File: src/rtl/ctl_i2c_pkg.sv
package ctl_i2c_pkg;
  localparam int BYTE_W = 8;
  localparam int CNT_W  = $clog2(BYTE_W + 1);

  typedef enum logic [2:0] {
    ST_IDLE,
    ST_ADDR,
    ST_AACK,
    ST_DATA,
    ST_DACK,
    ST_SKIP
  } state_e;
endpackage

File: src/rtl/ctl_i2c_line_filter.sv
module ctl_i2c_line_filter #(
  parameter int SYNC_STAGES = 2,
  parameter int FILT_TAPS   = 3
) (
  input  logic clk_i,
  input  logic rst_ni,
  input  logic line_i,
  output logic line_o
);
  logic [SYNC_STAGES-1:0] sync_q;
  logic [FILT_TAPS-1:0]   hist_q;

  always_ff @(posedge clk_i or negedge rst_ni) begin
    if (!rst_ni) begin
      sync_q <= '1;
      hist_q <= '1;
      line_o <= 1'b1;
    end else begin
      sync_q <= {sync_q[SYNC_STAGES-2:0], line_i};
      hist_q <= {hist_q[FILT_TAPS-2:0], sync_q[SYNC_STAGES-1]};
      line_o <= ($countones(hist_q) > (FILT_TAPS / 2));
    end
  end
endmodule

File: src/rtl/ctl_i2c_bus_events.sv
module ctl_i2c_bus_events (
  input  logic clk_i,
  input  logic rst_ni,
  input  logic scl_i,
  input  logic sda_i,
  output logic start_o,
  output logic stop_o,
  output logic scl_rise_o,
  output logic scl_fall_o
);
  logic scl_q, sda_q;

  always_ff @(posedge clk_i or negedge rst_ni) begin
    if (!rst_ni) begin
      scl_q <= 1'b1;
      sda_q <= 1'b1;
    end else begin
      scl_q <= scl_i;
      sda_q <= sda_i;
    end
  end

  assign start_o    = scl_i & scl_q & sda_q & ~sda_i;
  assign stop_o     = scl_i & scl_q & ~sda_q & sda_i;
  assign scl_rise_o = scl_i & ~scl_q;
  assign scl_fall_o = ~scl_i & scl_q;
endmodule

File: src/rtl/ctl_i2c_wr_engine.sv
module ctl_i2c_wr_engine
  import ctl_i2c_pkg::*;
#(
  parameter logic [5:0] ADDR_HI = 6'b100001
) (
  input  logic              clk_i,
  input  logic              rst_ni,
  input  logic              start_i,
  input  logic              stop_i,
  input  logic              scl_rise_i,
  input  logic              scl_fall_i,
  input  logic              sda_i,
  input  logic              addr_sel_i,
  output logic              sda_oe_o,
  output logic [BYTE_W-1:0] data_o,
  output logic              data_valid_o
);
  state_e            st_q;
  logic [CNT_W-1:0]  cnt_q;
  logic [BYTE_W-1:0] sh_q;
  logic              full, match;

  assign full  = (cnt_q == CNT_W'(BYTE_W));
  assign match = (sh_q == {ADDR_HI, addr_sel_i, 1'b0});

  always_ff @(posedge clk_i or negedge rst_ni) begin
    if (!rst_ni) begin
      st_q         <= ST_IDLE;
      cnt_q        <= '0;
      sh_q         <= '0;
      sda_oe_o     <= 1'b0;
      data_o       <= '0;
      data_valid_o <= 1'b0;
    end else begin
      data_valid_o <= 1'b0;
      if (stop_i) begin
        st_q     <= ST_IDLE;
        cnt_q    <= '0;
        sda_oe_o <= 1'b0;
      end else if (start_i) begin
        st_q     <= ST_ADDR;
        cnt_q    <= '0;
        sda_oe_o <= 1'b0;
      end else begin
        unique case (st_q)
          ST_ADDR, ST_DATA: begin
            if (scl_rise_i && !full) begin
              sh_q  <= {sh_q[BYTE_W-2:0], sda_i};
              cnt_q <= cnt_q + 1'b1;
            end else if (scl_fall_i && full) begin
              cnt_q <= '0;
              if (st_q == ST_DATA) begin
                data_o       <= sh_q;
                data_valid_o <= 1'b1;
                sda_oe_o     <= 1'b1;
                st_q         <= ST_DACK;
              end else if (match) begin
                sda_oe_o <= 1'b1;
                st_q     <= ST_AACK;
              end else begin
                st_q <= ST_SKIP;
              end
            end
          end
          ST_AACK, ST_DACK: begin
            if (scl_fall_i) begin
              sda_oe_o <= 1'b0;
              st_q     <= ST_DATA;
            end
          end
          default: ;
        endcase
      end
    end
  end
endmodule

File: src/rtl/ctl_i2c_wr_slave.sv
module ctl_i2c_wr_slave
  import ctl_i2c_pkg::*;
#(
  parameter int         SYNC_STAGES = 2,
  parameter int         FILT_TAPS   = 3,
  parameter logic [5:0] ADDR_HI     = 6'b100001
) (
  input  logic              clk_i,
  input  logic              rst_ni,
  input  logic              scl_i,
  input  logic              sda_i,
  input  logic              addr_sel_i,
  output logic              sda_oe_o,
  output logic [BYTE_W-1:0] data_o,
  output logic              data_valid_o
);
  localparam int NLINES = 2;

  logic [NLINES-1:0] raw, filt;
  logic scl_f, sda_f;
  logic start_evt, stop_evt, scl_rise, scl_fall;

  assign raw   = {sda_i, scl_i};
  assign scl_f = filt[0];
  assign sda_f = filt[1];

  for (genvar g = 0; g < NLINES; g++) begin : g_line
    ctl_i2c_line_filter #(
      .SYNC_STAGES(SYNC_STAGES),
      .FILT_TAPS  (FILT_TAPS)
    ) u_filt (
      .clk_i (clk_i),
      .rst_ni(rst_ni),
      .line_i(raw[g]),
      .line_o(filt[g])
    );
  end

  ctl_i2c_bus_events u_evt (
    .clk_i     (clk_i),
    .rst_ni    (rst_ni),
    .scl_i     (scl_f),
    .sda_i     (sda_f),
    .start_o   (start_evt),
    .stop_o    (stop_evt),
    .scl_rise_o(scl_rise),
    .scl_fall_o(scl_fall)
  );

  ctl_i2c_wr_engine #(.ADDR_HI(ADDR_HI)) u_eng (
    .clk_i       (clk_i),
    .rst_ni      (rst_ni),
    .start_i     (start_evt),
    .stop_i      (stop_evt),
    .scl_rise_i  (scl_rise),
    .scl_fall_i  (scl_fall),
    .sda_i       (sda_f),
    .addr_sel_i  (addr_sel_i),
    .sda_oe_o    (sda_oe_o),
    .data_o      (data_o),
    .data_valid_o(data_valid_o)
  );
endmodule

File: config.mk
export PLATFORM = sky130hd
export DESIGN_NAME = ctl_i2c_wr_slave
export DESIGN_NICKNAME = d
export VERILOG_FILES = /design/src/rtl/ctl_i2c_pkg.sv /design/src/rtl/ctl_i2c_line_filter.sv /design/src/rtl/ctl_i2c_bus_events.sv /design/src/rtl/ctl_i2c_wr_engine.sv /design/src/rtl/ctl_i2c_wr_slave.sv
export SDC_FILE = /design/constraint.sdc
export NUM_CORES = 1
export LEC_CHECK = 0
export ABC_AREA = 1
export CAP_MARGIN = 20
export CORE_MARGIN = 3
export CORE_UTILIZATION = 51
export CTS_CLUSTER_DIAMETER = 100
export DETAILED_ROUTE_END_ITERATION = 8
export PLACE_DENSITY_LB_ADDON = 0.12
export RECOVER_POWER = 100
export REMOVE_ABC_BUFFERS = 1
export SYNTH_ARGS = -nofsm -noshare
export SYNTH_HDL_FRONTEND = slang
export SYNTH_HIERARCHICAL = 1
export SYNTH_SLANG_ARGS = --single-unit
File: constraint.sdc
create_clock -name clk_i -period 1.5 [get_ports clk_i]
set_input_delay 0.15 -clock clk_i [delete_from_list [all_inputs] [get_ports clk_i]]
set_output_delay 0.15 -clock clk_i [all_outputs]
set_load 0.02 [all_outputs]
==> results.md, run 1 <==
Routing:
- After the first detailed-routing iteration, the DRC count stood at 82.
- The final wirelength is 3645 microns.
- The number of iterations in the first detailed-routing pass is 4.
- The count of vias placed by the detailed router is 1398.
- The routed wirelength normalized by instance count is 13.40 microns.
- The number of nets with antenna violations after routing is 0.
- Using the TritonRoute via totals, the vias-per-cell ratio works out to 5.140.
- For this run, design rule violations remaining after detail routing come to 0.

STA:
- In the finished design, the share of the clock period the worst path needs comes to 106.4%.
- The final critical-path setup slack is -0.09637 ns.
- In this run the tightest slew margin relative to its limit is 67.12%.
- The clock skew is 0.003045 ns.
- Setup violations remaining at the end of the flow were counted as 21.
- For the finished layout, the period the worst path requires is 1.596 ns.
- Static timing analysis puts the maximum clock frequency at 626.4 MHz.
- The slew at the pin closest to its max-slew limit is 0.4932 ns.
- The number of hold-slack violations in the final timing report came to 0.
- The number of pins with negative max-slew slack in the final report is 0.
- Setup repair after global routing could not meet its margin everywhere.
- The smallest hold slack is 0.3346 ns.

Pwr:
- The power per unit of standard cell area is 1356 nW/um^2.
- Summed over all cells, the static leakage comes to 0.001250 uW.
- The final total power is 3192 uW.
- The worst-case IR drop observed on VDD is 806.2 uV.

Yosys:
- The post-synth design cell area is 1803 sq um.
- The yosys synthesis warning count is 6.
- The synthesized netlist cell count is 189.
- The average footprint of a synthesized cell is 9.540 sq um.
- The distinct cell type count after synthesis is 22.
- The number of enable-type register cells in the synthesized netlist is 0.
- The proportion of synthesized flip-flops having asynchronous set or reset is 100.0%.
- Sequential elements use 55.10% of the synthesized area.
- Counting flops and latches in the post-synthesis netlist gives 39.
- The flip-flop cell with the highest count after synthesis is sky130_fd_sc_hd__dfrtp_1.

Clock network:
- Clock-pin slew was measured on the worst setup and hold paths at 0.12 ns.
- The clock net in this run drives a total of 39 sinks.
- The clock buffer count from CTS is 5.
- TritonCTS built the clock tree.
- The count of H-tree levels built during CTS is 2.
- The later pin in the worst-skew pair is clocked with a latency of 0.34 ns.
- The clock root buffer is sky130_fd_sc_hd__clkbuf_4.
- The maximum root-to-sink buffer count is 2.

Worst setup path:
- The signal on the critical path passes through nand2_2, nor2_2, buf_4, nor2_4, nand2_1, nand3_2, a21oi_4, nand2_1, nand2_1, nand2_1.
- The startpoint identified for the worst register-to-register timing path is u_evt/scl_q.
- Counting stages on the worst path, the most repeated cell is sky130_fd_sc_hd__nand2_1.
- Counting cells, the worst reg-to-reg path comes to 10.
- The endpoint class of the critical path is a register.
- The peak per-stage delay on the critical path is 0.57 ns.
- The startpoint kind of the worst setup timing path is a register.
- The startpoint-to-endpoint class of the critical path is reg2reg.
- The endpoint required time on the critical path is 1.75 ns.
- In this run the worst path has a maximum fanout of 5.
- The signal arrival time at the worst endpoint is 1.84 ns.
- The startpoint of the worst setup timing path is u_evt/scl_q.
- The critical-path cell with the highest stage delay is sky130_fd_sc_hd__dfstp_2.

Place:
- The worst slack at placement is -0.1082 ns.
- The total instance count after detailed placement is 255.
- The weighted congestion at the end of routability-driven global placement is 0.8771.
- The post-DP HPWL is 2215 microns.
- In this run the tool buffered the top-level ports with 14 buffer cells.

GRT:
- The initial antenna violation count was 0.
- The overflow left after global routing is 0.
- For this run, the total global-route usage over all layers was measured as 18.99%.
- The wire length of the first global-routing pass is 6237 microns.
- The number of global-route vias before repair is 1437.
- The largest net degree at the start of global routing is 40.

Layout:
- The area of combinational cells with multiple inputs is 804.5 sq um.
- The antenna diode count is 0.
- In the layout the commonest cells are sky130_fd_sc_hd__nand2_1 (35), sky130_fd_sc_hd__dfrtp_1 (25), sky130_fd_sc_hd__inv_1 (23).
- Leaving out fill and tap cells, the most frequent cell in the layout is sky130_fd_sc_hd__nand2_1.
- Of the cells placed in the final design, the portion with a size suffix greater than 1 is 42.98%.
- The fill cell instance count of the final layout is 253.
- Summing all flip-flop and latch instances after layout gives 993.5 sq um.
- The final cell utilization of the core is 73.48%.
- The post-synthesis to final-layout area growth is 30.53%.
- For this run, the post-layout net count is 236.
- The finished layout holds 272 standard cells, fillers aside.

Status:
- The final reports fail on negative setup slack.
- The run finished, with violations left.

Floorplanning:
- The floorplan has 20 rows.
- During I/O placement, the number of pins put on the boundary was 15.
- Measured along the x axis, the die boundary spans 65.46 microns.
- The overall die area is 4284 sq um.
- The die span in y is 65.46 microns.
- The initial cell density of the core is 56.29%.
- The placeable core region is 3203 sq um.

Min path:
- The worst hold path cell count is 1.
- The launch instance of the worst min-delay path is sda_i.
- The path type of the worst min-delay path is in2reg.

Job:
- The max-capacitance violation count is 0.
kinds of logic (layout without fill, tap and decap cells):
| logic type | after synthesis | in the layout | synth area share [%] |
|---|---|---|---|
| simple gates | 92 | 93 | 24.29 |
| flops | 39 | 39 | 55.10 |
| buf+inv | 31 | 69 | 7.286 |
| compound gates | 22 | 22 | 10.06 |
| fa+ha+maj | 4 | 4 | 2.776 |
| xor+xnor | 1 | 1 | 0.4859 |
synthesized netlist by cell type, types with 2 or more instances:
cell | n | area [sq um]
sky130_fd_sc_hd__buf_6 | 2 | 22.52
sky130_fd_sc_hd__inv_1 | 26 | 97.59
sky130_fd_sc_hd__nor2_1 | 10 | 37.54
sky130_fd_sc_hd__nor2_4 | 4 | 45.04
sky130_fd_sc_hd__nand3_1 | 11 | 55.05
sky130_fd_sc_hd__nand4_1 | 3 | 18.77
sky130_fd_sc_hd__inv_2 | 3 | 11.26
sky130_fd_sc_hd__nand2_1 | 53 | 198.9
sky130_fd_sc_hd__dfrtp_1 | 25 | 625.6
sky130_fd_sc_hd__o21ai_0 | 2 | 10.01
sky130_fd_sc_hd__nand2_2 | 7 | 43.79
sky130_fd_sc_hd__dfstp_2 | 14 | 367.9
sky130_fd_sc_hd__a21oi_2 | 2 | 17.52
sky130_fd_sc_hd__o21ai_2 | 14 | 122.6
sky130_fd_sc_hd__o21ai_1 | 3 | 15.01
sky130_fd_sc_hd__ha_1 | 4 | 50.05
registers in the layout, summed over array words and instances, names as in the netlist:
| register | flops |
|---|---|
| g_line.u_filt/line_o | 2 |
| g_line.u_filt/hist_q | 6 |
| u_evt/sda_q | 1 |
| u_evt/scl_q | 1 |
| u_eng/data_valid_o | 1 |
| u_eng/data_o | 8 |
| u_eng/st_q | 3 |
| u_eng/sda_oe_o | 1 |
| u_eng/cnt_q | 4 |
| u_eng/sh_q | 8 |
| g_line.u_filt/sync_q | 4 |
per-stage QoR:
stage / instance area (sq um) / TNS (ns)
after floorplan: 1780 / -0.6769
after global placement: 2058 / -0.1790
after detailed placement: 2058 / -0.5218
after CTS: 2243 / -0.2238
after global routing: 2354 / -2.829
final: 2354 / -0.7250
final cells by class:
cell class                 count  share of cell area, %
multi-input combinational    120                  34.18
sequential                    39                  42.21
clock buffer                   5                  1.595
clock inverter                 3                  1.063
tap                           44                  2.339
timing repair buffer          32                  13.77
inverter                      29                  4.838
where the power goes:
group / total (uW) / internal (uW) / leakage (uW) / switching, uW
registers: 1410 / 1250 / 0.000479 / 154
clock network: 553 / 188 / 0.0000314 / 365
logic: 1230 / 475 / 0.000740 / 759
critical path, delay by kind of cell, from the launching register on:
family | cells | cell delay [ns]
flops | 1 | 0.57
buf+inv | 1 | 0.14
simple gates | 8 | 0.60
compound gates | 1 | 0.19
path summary, 6_finish.rpt:
check / slack (ns) / end
max in group asynchronous: 0.76 / g_line[0].u_filt/line_o
hold / removal: 0.33 / g_line[1].u_filt/sync_q[0]
min in group asynchronous: 0.37 / u_eng/cnt_q[3]
hold reg to reg: 0.36 / g_line[0].u_filt/sync_q[1]
setup reg to reg: -0.1 / u_eng/sda_oe_o
setup / recovery: -0.1 / u_eng/sda_oe_o
layer usage:
metal  track usage (%)  part of all wire, %  vias up
met5                 0                    0        -
met2             33.25                   52       40
met3             5.812                  4.1        4
met1             22.18                   43      679
li1                  -                    -      675
met4             5.959                  1.0        0
timing repair:
action | 4_1_cts | 5_1_grt
hold endpoints to repair | 25 | 0
endpoints found under the setup margin | 26 | 32
setup buffers | 6 | 0
pin swaps | 9 | 6
cloned | 1 | 1
hold buffers | 1 | 0
gates resized for setup | 24 | 25
(Power assumes the default switching activity.)
==> inputs of run 2 (changes only) <==
CORE_MARGIN = 2   (was 3)
TNS_END_PERCENT = 100   (was default)
==> results.md, run 2 (synthesis results as in run 1) <==
Status:
- The flow ran to the end, but the final reports show violations.
- The checks that failed: negative setup slack.

Layout:
- The layout net count is 242 (+2.5%).
- The final instance area came to 2377 sq um (+1.0%).
- The non-filler instance count after layout is 280 (+2.9%).
- The fill cell instance count of the final layout came to 266 (+5.1%).
- The share of layout cells above drive strength 1 is 41.03% (-2.0 points).
- The area growth from synthesis to layout is 31.85%.
- The most common cell after layout, fill and taps aside is sky130_fd_sc_hd__nand2_1.
- The largest registers in the layout are u_eng/data_o: 8 flops, u_eng/sh_q: 8 flops, g_line.u_filt/hist_q: 6 flops.
- Leaving out fill and tap cells, the most frequent cells in the layout are sky130_fd_sc_hd__nand2_1 (42), sky130_fd_sc_hd__dfrtp_1 (25), sky130_fd_sc_hd__inv_1 (23).
- The antenna diode count was 0 (unchanged).

Clock network:
- The number of clock sinks is 39 (unchanged).
- The clock buffer count from CTS is 5 (unchanged).
- TritonCTS built the clock tree.
- The count of H-tree levels built during CTS was 2 (unchanged).
- The clock input transition at the sequential cells of the worst setup and hold paths came to 0.12 ns (about the same).
- CTS placed an instance of sky130_fd_sc_hd__clkbuf_4 at the clock tree root.
- The clock insertion delay at the later pin of the skew report came to 0.34 ns (about the same).
- The maximum root-to-sink buffer count is 2 (unchanged).

Job:
- The max-capacitance violation count was 0 (unchanged).

STA:
- The slew at the pin closest to its max-slew limit is 0.9756 ns (+0.4825 ns).
- The number of hold-slack violations in the final timing report was 0 (unchanged).
- The number of pins with negative max-slew slack in the final report is 0 (unchanged).
- The smallest hold slack is 0.3480 ns (+0.01341 ns).
- The relative max-transition margin is 34.96% (-32 points).
- The total of endpoints with negative setup slack in the final report is 23 (+9.5%).
- The clock period minus worst slack is 1.636 ns (+0.03929 ns).
- The final critical-path setup slack came to -0.1357 ns (-0.03929 ns).
- The share of the cycle needed by the critical path after routing is 109.0% (+2.6 points).
- The total negative setup slack is -1.404 ns (-0.6785 ns).
- The clock skew is 0.01365 ns (+0.01061 ns).
- Setup repair after global routing could not meet its margin everywhere.
- The maximum clock rate is 611.4 MHz (-2.4%).

Min path:
- The path type of the worst min-delay path is in2reg.
- The worst hold path cell count came to 1 (unchanged).

Floorplanning:
- The overall die area is 4027 sq um (-6.0%).
- The placeable core region is 3363 sq um (+5.0%).
- The width of the die is 63.46 microns (-3.1%).
- The die span in y is 63.46 microns (-3.1%).
- The initial cell density of the core is 53.61% (-2.7 points).
- The number of placement rows came to 21 (+5.0%).
- The I/O pin count came to 15 (unchanged).

Worst setup path:
- The endpoint required time on the critical path is 1.78 ns (+0.03 ns).
- The highest net fanout along the worst path is 3 (-2).
- The cell that appears most often on the critical path is sky130_fd_sc_hd__buf_4.
- The critical path is of the reg2reg type.
- The cell count along the critical path is 11 (+1).
- The signal on the critical path passes through inv_2, nand2_2, nor2_1, buf_4, inv_4, nand2_4, buf_4, buf_4, nor2_1, nand2_1, o21ai_1.
- The signal arrival time at the worst endpoint is 1.91 ns (+0.07 ns).
- The kind of cell with the highest combined delay along the critical path is flip-flops.
- The startpoint kind of the worst setup timing path is a register.
- The peak per-stage delay on the critical path was 0.56 ns (about the same).
- The critical-path cell with the highest stage delay is sky130_fd_sc_hd__dfstp_2.
- The count of buffer and inverter cells on the critical path is 5 (+4).
- The length in cells of the worst reg-to-reg path is 11 (+1).
- The endpoint class of the critical path is a register.

Place:
- The weighted congestion at the end of routability-driven global placement came to 0.8708 (-0.72%).
- The placed standard-cell area was 2066 sq um (+0.36%).
- The total instance count after detailed placement came to 256 (+0.39%).
- The number of input and output port buffers inserted is 14 (unchanged).
- The post-DP HPWL is 2201 microns (-0.61%).

Routing:
- The initial DRC count is 102 (+24%).
- The final wirelength is 3738 microns (+2.6%).
- The routed wirelength normalized by instance count came to 13.35 microns (-0.38%).
- The number of DRC violations after detailed routing is 0 (unchanged).
- The count of vias placed by the detailed router is 1393 (-0.36%).
- The number of nets with antenna violations after routing came to 0 (unchanged).
- The number of iterations in the first detailed-routing pass is 4 (unchanged).
- The via density per instance is 4.975 (-3.2%).

GRT:
- The initial antenna violation count is 0 (unchanged).
- The all-layer global routing usage is 19.47% (+0.48 points).
- The number of global-route vias before repair is 1407 (-2.1%).
- The wire length of the first global-routing pass is 6065 microns (-2.8%).
- The largest net degree at the start of global routing is 23 (-43%).
- The overflow left after global routing is 0 (unchanged).

Pwr:
- The total leakage power is 0.001299 uW (+3.9%).
- The final total power is 3459 uW (+8.4%).
- The maximum vdd drop is 826.5 uV (+2.5%).
- The power per unit of standard cell area was 1455 nW/um^2 (+7.3%).
-- run 2: cell count changes in the layout (fill, tap and decap cells not counted), sizes merged --
cell / previous run / this run
buf: 17 / 23
inv: 29 / 30
bufinv: 0 / 1
dlymetal6s2s: 7 / 8
clkinvlp: 1 / 0
dlygate4sd2: 3 / 2
clkinv: 2 / 1
-- run 2: path summary, 6_finish.rpt --
kind,startpoint,end,slack [ns]
setup / recovery,u_evt/sda_q,u_eng/st_q[2],-0.14
hold / removal,sda_i,g_line[1].u_filt/sync_q[0],0.35
setup reg to reg,u_evt/sda_q,u_eng/st_q[2],-0.14
hold reg to reg,g_line[0].u_filt/sync_q[0],g_line[0].u_filt/sync_q[1],0.36
max in group asynchronous,rst_ni,g_line[1].u_filt/sync_q[0],0.31
min in group asynchronous,rst_ni,u_eng/cnt_q[2],0.47
-- run 2: what timing repair did --
action / in CTS / in global routing
setup buffers: 9 / 5
gates resized for setup: 15 / 22
pin swaps: 9 / 3
endpoints found under the setup margin: 24 / 33
hold buffers: 1 / 0
gates cloned: 1 / 0
endpoints found under the hold margin: 4 / 0
-- run 2: final cells by class --
cell class                 count  area, sq um  area share (%)
multi-input combinational    120        755.7           31.79
timing repair buffer          38        379.1           15.95
clock inverter                 3        42.54           1.789
sequential                    39        993.5           41.79
inverter                      29        111.4           4.684
tap                           46        57.56           2.421
clock buffer                   5        37.54           1.579
-- run 2: where the power goes --
part | leakage, uW | total (uW) | internal [uW] | switching (uW)
sequential | 0.000478 | 1400 | 1250 | 146
clock | 0.0000432 | 689 | 351 | 338
combinational | 0.000778 | 1370 | 547 | 828
-- run 2: routing by layer --
metal / wire length (microns) / global-route usage [%]
met5: 0 / 0
met4: 105 / 7.609
met3: 127 / 5.179
met2: 1956 / 33.55
met1: 1550 / 23.10
-- run 2: worst reg2reg max path: stages, from the launching register on --
cell,delay [ns]
sky130_fd_sc_hd__dfstp_2,0.56
sky130_fd_sc_hd__inv_2,0.04
sky130_fd_sc_hd__nand2_2,0.04
sky130_fd_sc_hd__nor2_1,0.04
sky130_fd_sc_hd__buf_4,0.15
sky130_fd_sc_hd__inv_4,0.06
sky130_fd_sc_hd__nand2_4,0.05
sky130_fd_sc_hd__buf_4,0.14
sky130_fd_sc_hd__buf_4,0.12
sky130_fd_sc_hd__nor2_1,0.17
sky130_fd_sc_hd__nand2_1,0.09
sky130_fd_sc_hd__o21ai_1,0.12
-- run 2: metrics by stage --
| step | util, % | setup slack [ns] |
|---|---|---|
| floorplan | - | -0.09112 |
| global placement | 61.42 | -0.05286 |
| detailed placement | 61.42 | -0.09083 |
| CTS | 68.01 | -0.05390 |
| global route | 70.68 | -0.2125 |
| finish | 70.68 | -0.1357 |
==> inputs of run 3 (changes only) <==
CAP_MARGIN = 25   (was 20)
CORE_MARGIN = default   (was 2)
GPL_TIMING_DRIVEN = 0   (was default)
==> results.md, run 3 (synthesis results as in run 1) <==
Status:
- The flow ran to the end, but the final reports show violations.
- The final reports fail on negative setup slack.

Pwr:
- The total leakage power is 0.001155 uW (-11%).
- The power per unit of standard cell area is 1463 nW/um^2 (+0.53%).
- The maximum vdd drop was 998.4 uV (+21%).

STA:
- The maximum clock rate is 613.5 MHz (+0.34%).
- The number of pins with negative max-slew slack in the final report was 0 (unchanged).
- The slew at the pin closest to its max-slew limit is 0.9621 ns (-0.01353 ns).
- The total negative setup slack is -1.323 ns (+0.08062 ns).
- The total of endpoints with negative setup slack in the final report is 23 (unchanged).
- The final critical-path setup slack is -0.1300 ns (+0.005617 ns).
- The number of hold-slack violations in the final timing report is 0 (unchanged).
- Setup repair after global routing could not meet its margin everywhere.
- The clock skew is 0.01099 ns (-0.002660 ns).
- The smallest hold slack is 0.3399 ns (-0.008086 ns).
- The relative max-transition margin is 35.86% (+0.90 points).
- The share of the cycle needed by the critical path after routing is 108.7% (-0.37 points).
- The clock period minus worst slack came to 1.630 ns (-0.005617 ns).

Worst setup path:
- The peak per-stage delay on the critical path came to 0.59 ns (+0.03 ns).
- The cell that appears most often on the critical path is sky130_fd_sc_hd__nand2_1.
- The signal arrival time at the worst endpoint is 1.87 ns (-0.04 ns).
- The critical-path cell with the highest stage delay is sky130_fd_sc_hd__dfstp_2.
- The worst setup path is launched from a register.
- The highest net fanout along the worst path is 4 (+1).
- The signal on the critical path passes through nand2_4, nor2_4, inv_2, nand2_4, nor2_4, nand2_2, inv_2, a21oi_4, nand2_1, nand2_1, nand2_1.
- The worst setup path is captured at a register.
- The endpoint required time on the critical path is 1.74 ns (-0.04 ns).
- The critical path is of the reg2reg type.

Min path:
- The tightest min-delay check is of the in2reg type.

Layout:
- The top cell types in the final layout, fill and taps aside, are sky130_fd_sc_hd__nand2_1 (42), sky130_fd_sc_hd__dfrtp_1 (25), sky130_fd_sc_hd__inv_1 (22).
- The library cell used most frequently in the layout, excluding fill and tap cells, is sky130_fd_sc_hd__nand2_1.
- The share of layout cells above drive strength 1 is 40.52% (-0.51 points).
- The final instance area came to 2407 sq um (+1.3%).
- The post-synthesis to final-layout area growth is 33.52%.
- The antenna diode count was 0 (unchanged).
- The layout net count is 240 (-0.83%).
- The fill cell instance count of the final layout was 268 (+0.75%).
- The area taken by flip-flops and latches came to 993.5 sq um (unchanged).
- The largest registers in the layout are u_eng/data_o: 8 flops, u_eng/sh_q: 8 flops, g_line.u_filt/hist_q: 6 flops.
- The area of combinational cells with multiple inputs came to 840.8 sq um (+11%).

GRT:
- The largest net degree at the start of global routing was 40 (+74%).
- The all-layer global routing usage came to 23.73% (+4.3 points).
- The initial antenna violation count is 0 (unchanged).
- The number of global-route vias before repair came to 1421 (+1.0%).
- The wire length of the first global-routing pass is 6361 microns (+4.9%).
- The overflow left after global routing is 0 (unchanged).

Routing:
- The number of nets with antenna violations after routing is 0 (unchanged).
- The routed wirelength normalized by instance count is 14.85 microns (+11%).
- The initial DRC count is 97 (-4.9%).
- The number of iterations in the first detailed-routing pass came to 4 (unchanged).
- The final wirelength came to 4127 microns (+10%).
- The number of DRC violations after detailed routing is 0 (unchanged).
- The via density per instance was 5.101 (+2.5%).
- The count of vias placed by the detailed router is 1418 (+1.8%).

Clock network:
- The count of H-tree levels built during CTS is 2 (unchanged).
- The clock buffer count from CTS is 5 (unchanged).
- The number of clock sinks came to 39 (unchanged).
- The maximum root-to-sink buffer count is 2 (unchanged).
- The clock root buffer is sky130_fd_sc_hd__clkbuf_4.
- The clock insertion delay at the later pin of the skew report is 0.35 ns (about the same).
- The clock tree from TritonCTS is built.
- The clock input transition at the sequential cells of the worst setup and hold paths came to 0.11 ns (about the same).

Floorplanning:
- The width of the die was 61.46 microns (-3.2%).
- The number of placement rows is 21 (unchanged).
- The placeable core region came to 3363 sq um (unchanged).
- The initial cell density of the core came to 53.61% (unchanged).
- The overall die area is 3777 sq um (-6.2%).
- The I/O pin count is 15 (unchanged).
- The die span in y is 61.46 microns (-3.2%).

Place:
- The placed standard-cell area is 1973 sq um (-4.5%).
- The number of input and output port buffers inserted is 14 (unchanged).
- The weighted congestion at the end of routability-driven global placement was 0.8624 (-0.96%).
- The post-DP HPWL is 2134 microns (-3.1%).

Job:
- The max-capacitance violation count is 0 (unchanged).
## run 3: cell types whose count changed in the layout (fill, tap and decap cells not counted), sizes merged
cell	before	now
dlymetal6s2s	8	0
clkbuf	6	13
buf	23	20
clkdlybuf4s50	1	3
dlygate4sd2	2	3
inv	30	29
## run 3: area by class of cell
cell class,count,share of cell area [%]
flip-flops and latches,39,41.27
multi-input cells,120,34.93
repair buffers,36,13.15
inverters,29,5.042
well taps,46,2.391
clock buffers,6,1.715
clock inverters,2,1.507
## run 3: worst paths after layout
path	to	start	cells after the start	slack, ns
worst max register to register	u_eng/sda_oe_o	g_line[0].u_filt/line_o	11	-0.13
worst max-delay path	u_eng/sda_oe_o	g_line[0].u_filt/line_o	11	-0.13
worst min register to register	g_line[0].u_filt/sync_q[1]	g_line[0].u_filt/sync_q[0]	0	0.36
min in group asynchronous	u_eng/data_o[2]	rst_ni	2	0.48
worst min-delay path	g_line[1].u_filt/sync_q[0]	sda_i	1	0.34
max in group asynchronous	u_eng/data_o[6]	rst_ni	2	0.43
## run 3: worst max-delay path: cells and delay by family, from the launching register on
kind | cells | cell delay (ns)
AO/OA/AOI/OAI | 1 | 0.16
AND/OR/NAND/NOR | 8 | 0.67
flip-flops | 1 | 0.59
buffers and inverters | 2 | 0.12
## run 3: per-stage QoR
step | std cells | utilization (%) | worst slack, ns | total power, uW
2_1_floorplan | 187 | - | -0.09112 | 2163
3_3_place_gp | 247 | 58.82 | -0.5736 | 2354
3_5_place_dp | 247 | 58.67 | -0.3647 | 2395
4_1_cts | 273 | 68.30 | -0.04126 | 3373
5_1_grt | 278 | 71.58 | -0.2065 | 3743
6_report | 278 | 71.58 | -0.1300 | 3521
## run 3: timing repair
| action | 4_1_cts | 5_1_grt |
|---|---|---|
| resized for setup | 24 | 30 |
| hold endpoints to repair | 25 | 0 |
| hold buffers | 1 | 0 |
| buffers inserted | 16 | 4 |
| cloned | 1 | 1 |
| endpoints found under the setup margin | 28 | 29 |
| pin swaps | 11 | 9 |
## run 3: per-layer routing
metal	share of wire (%)	track usage, %	vias to the layer above
met5	0	0	-
met4	3.3	11.75	0
met3	3.8	6.513	16
met2	51	41.46	45
met1	42	26.72	684
li1	-	-	673
## run 3: power by group
group	switching, uW	total (uW)	internal [uW]
clock network	348	701	353
registers	148	1400	1250
logic	860	1420	563
total	1360	3520	2170
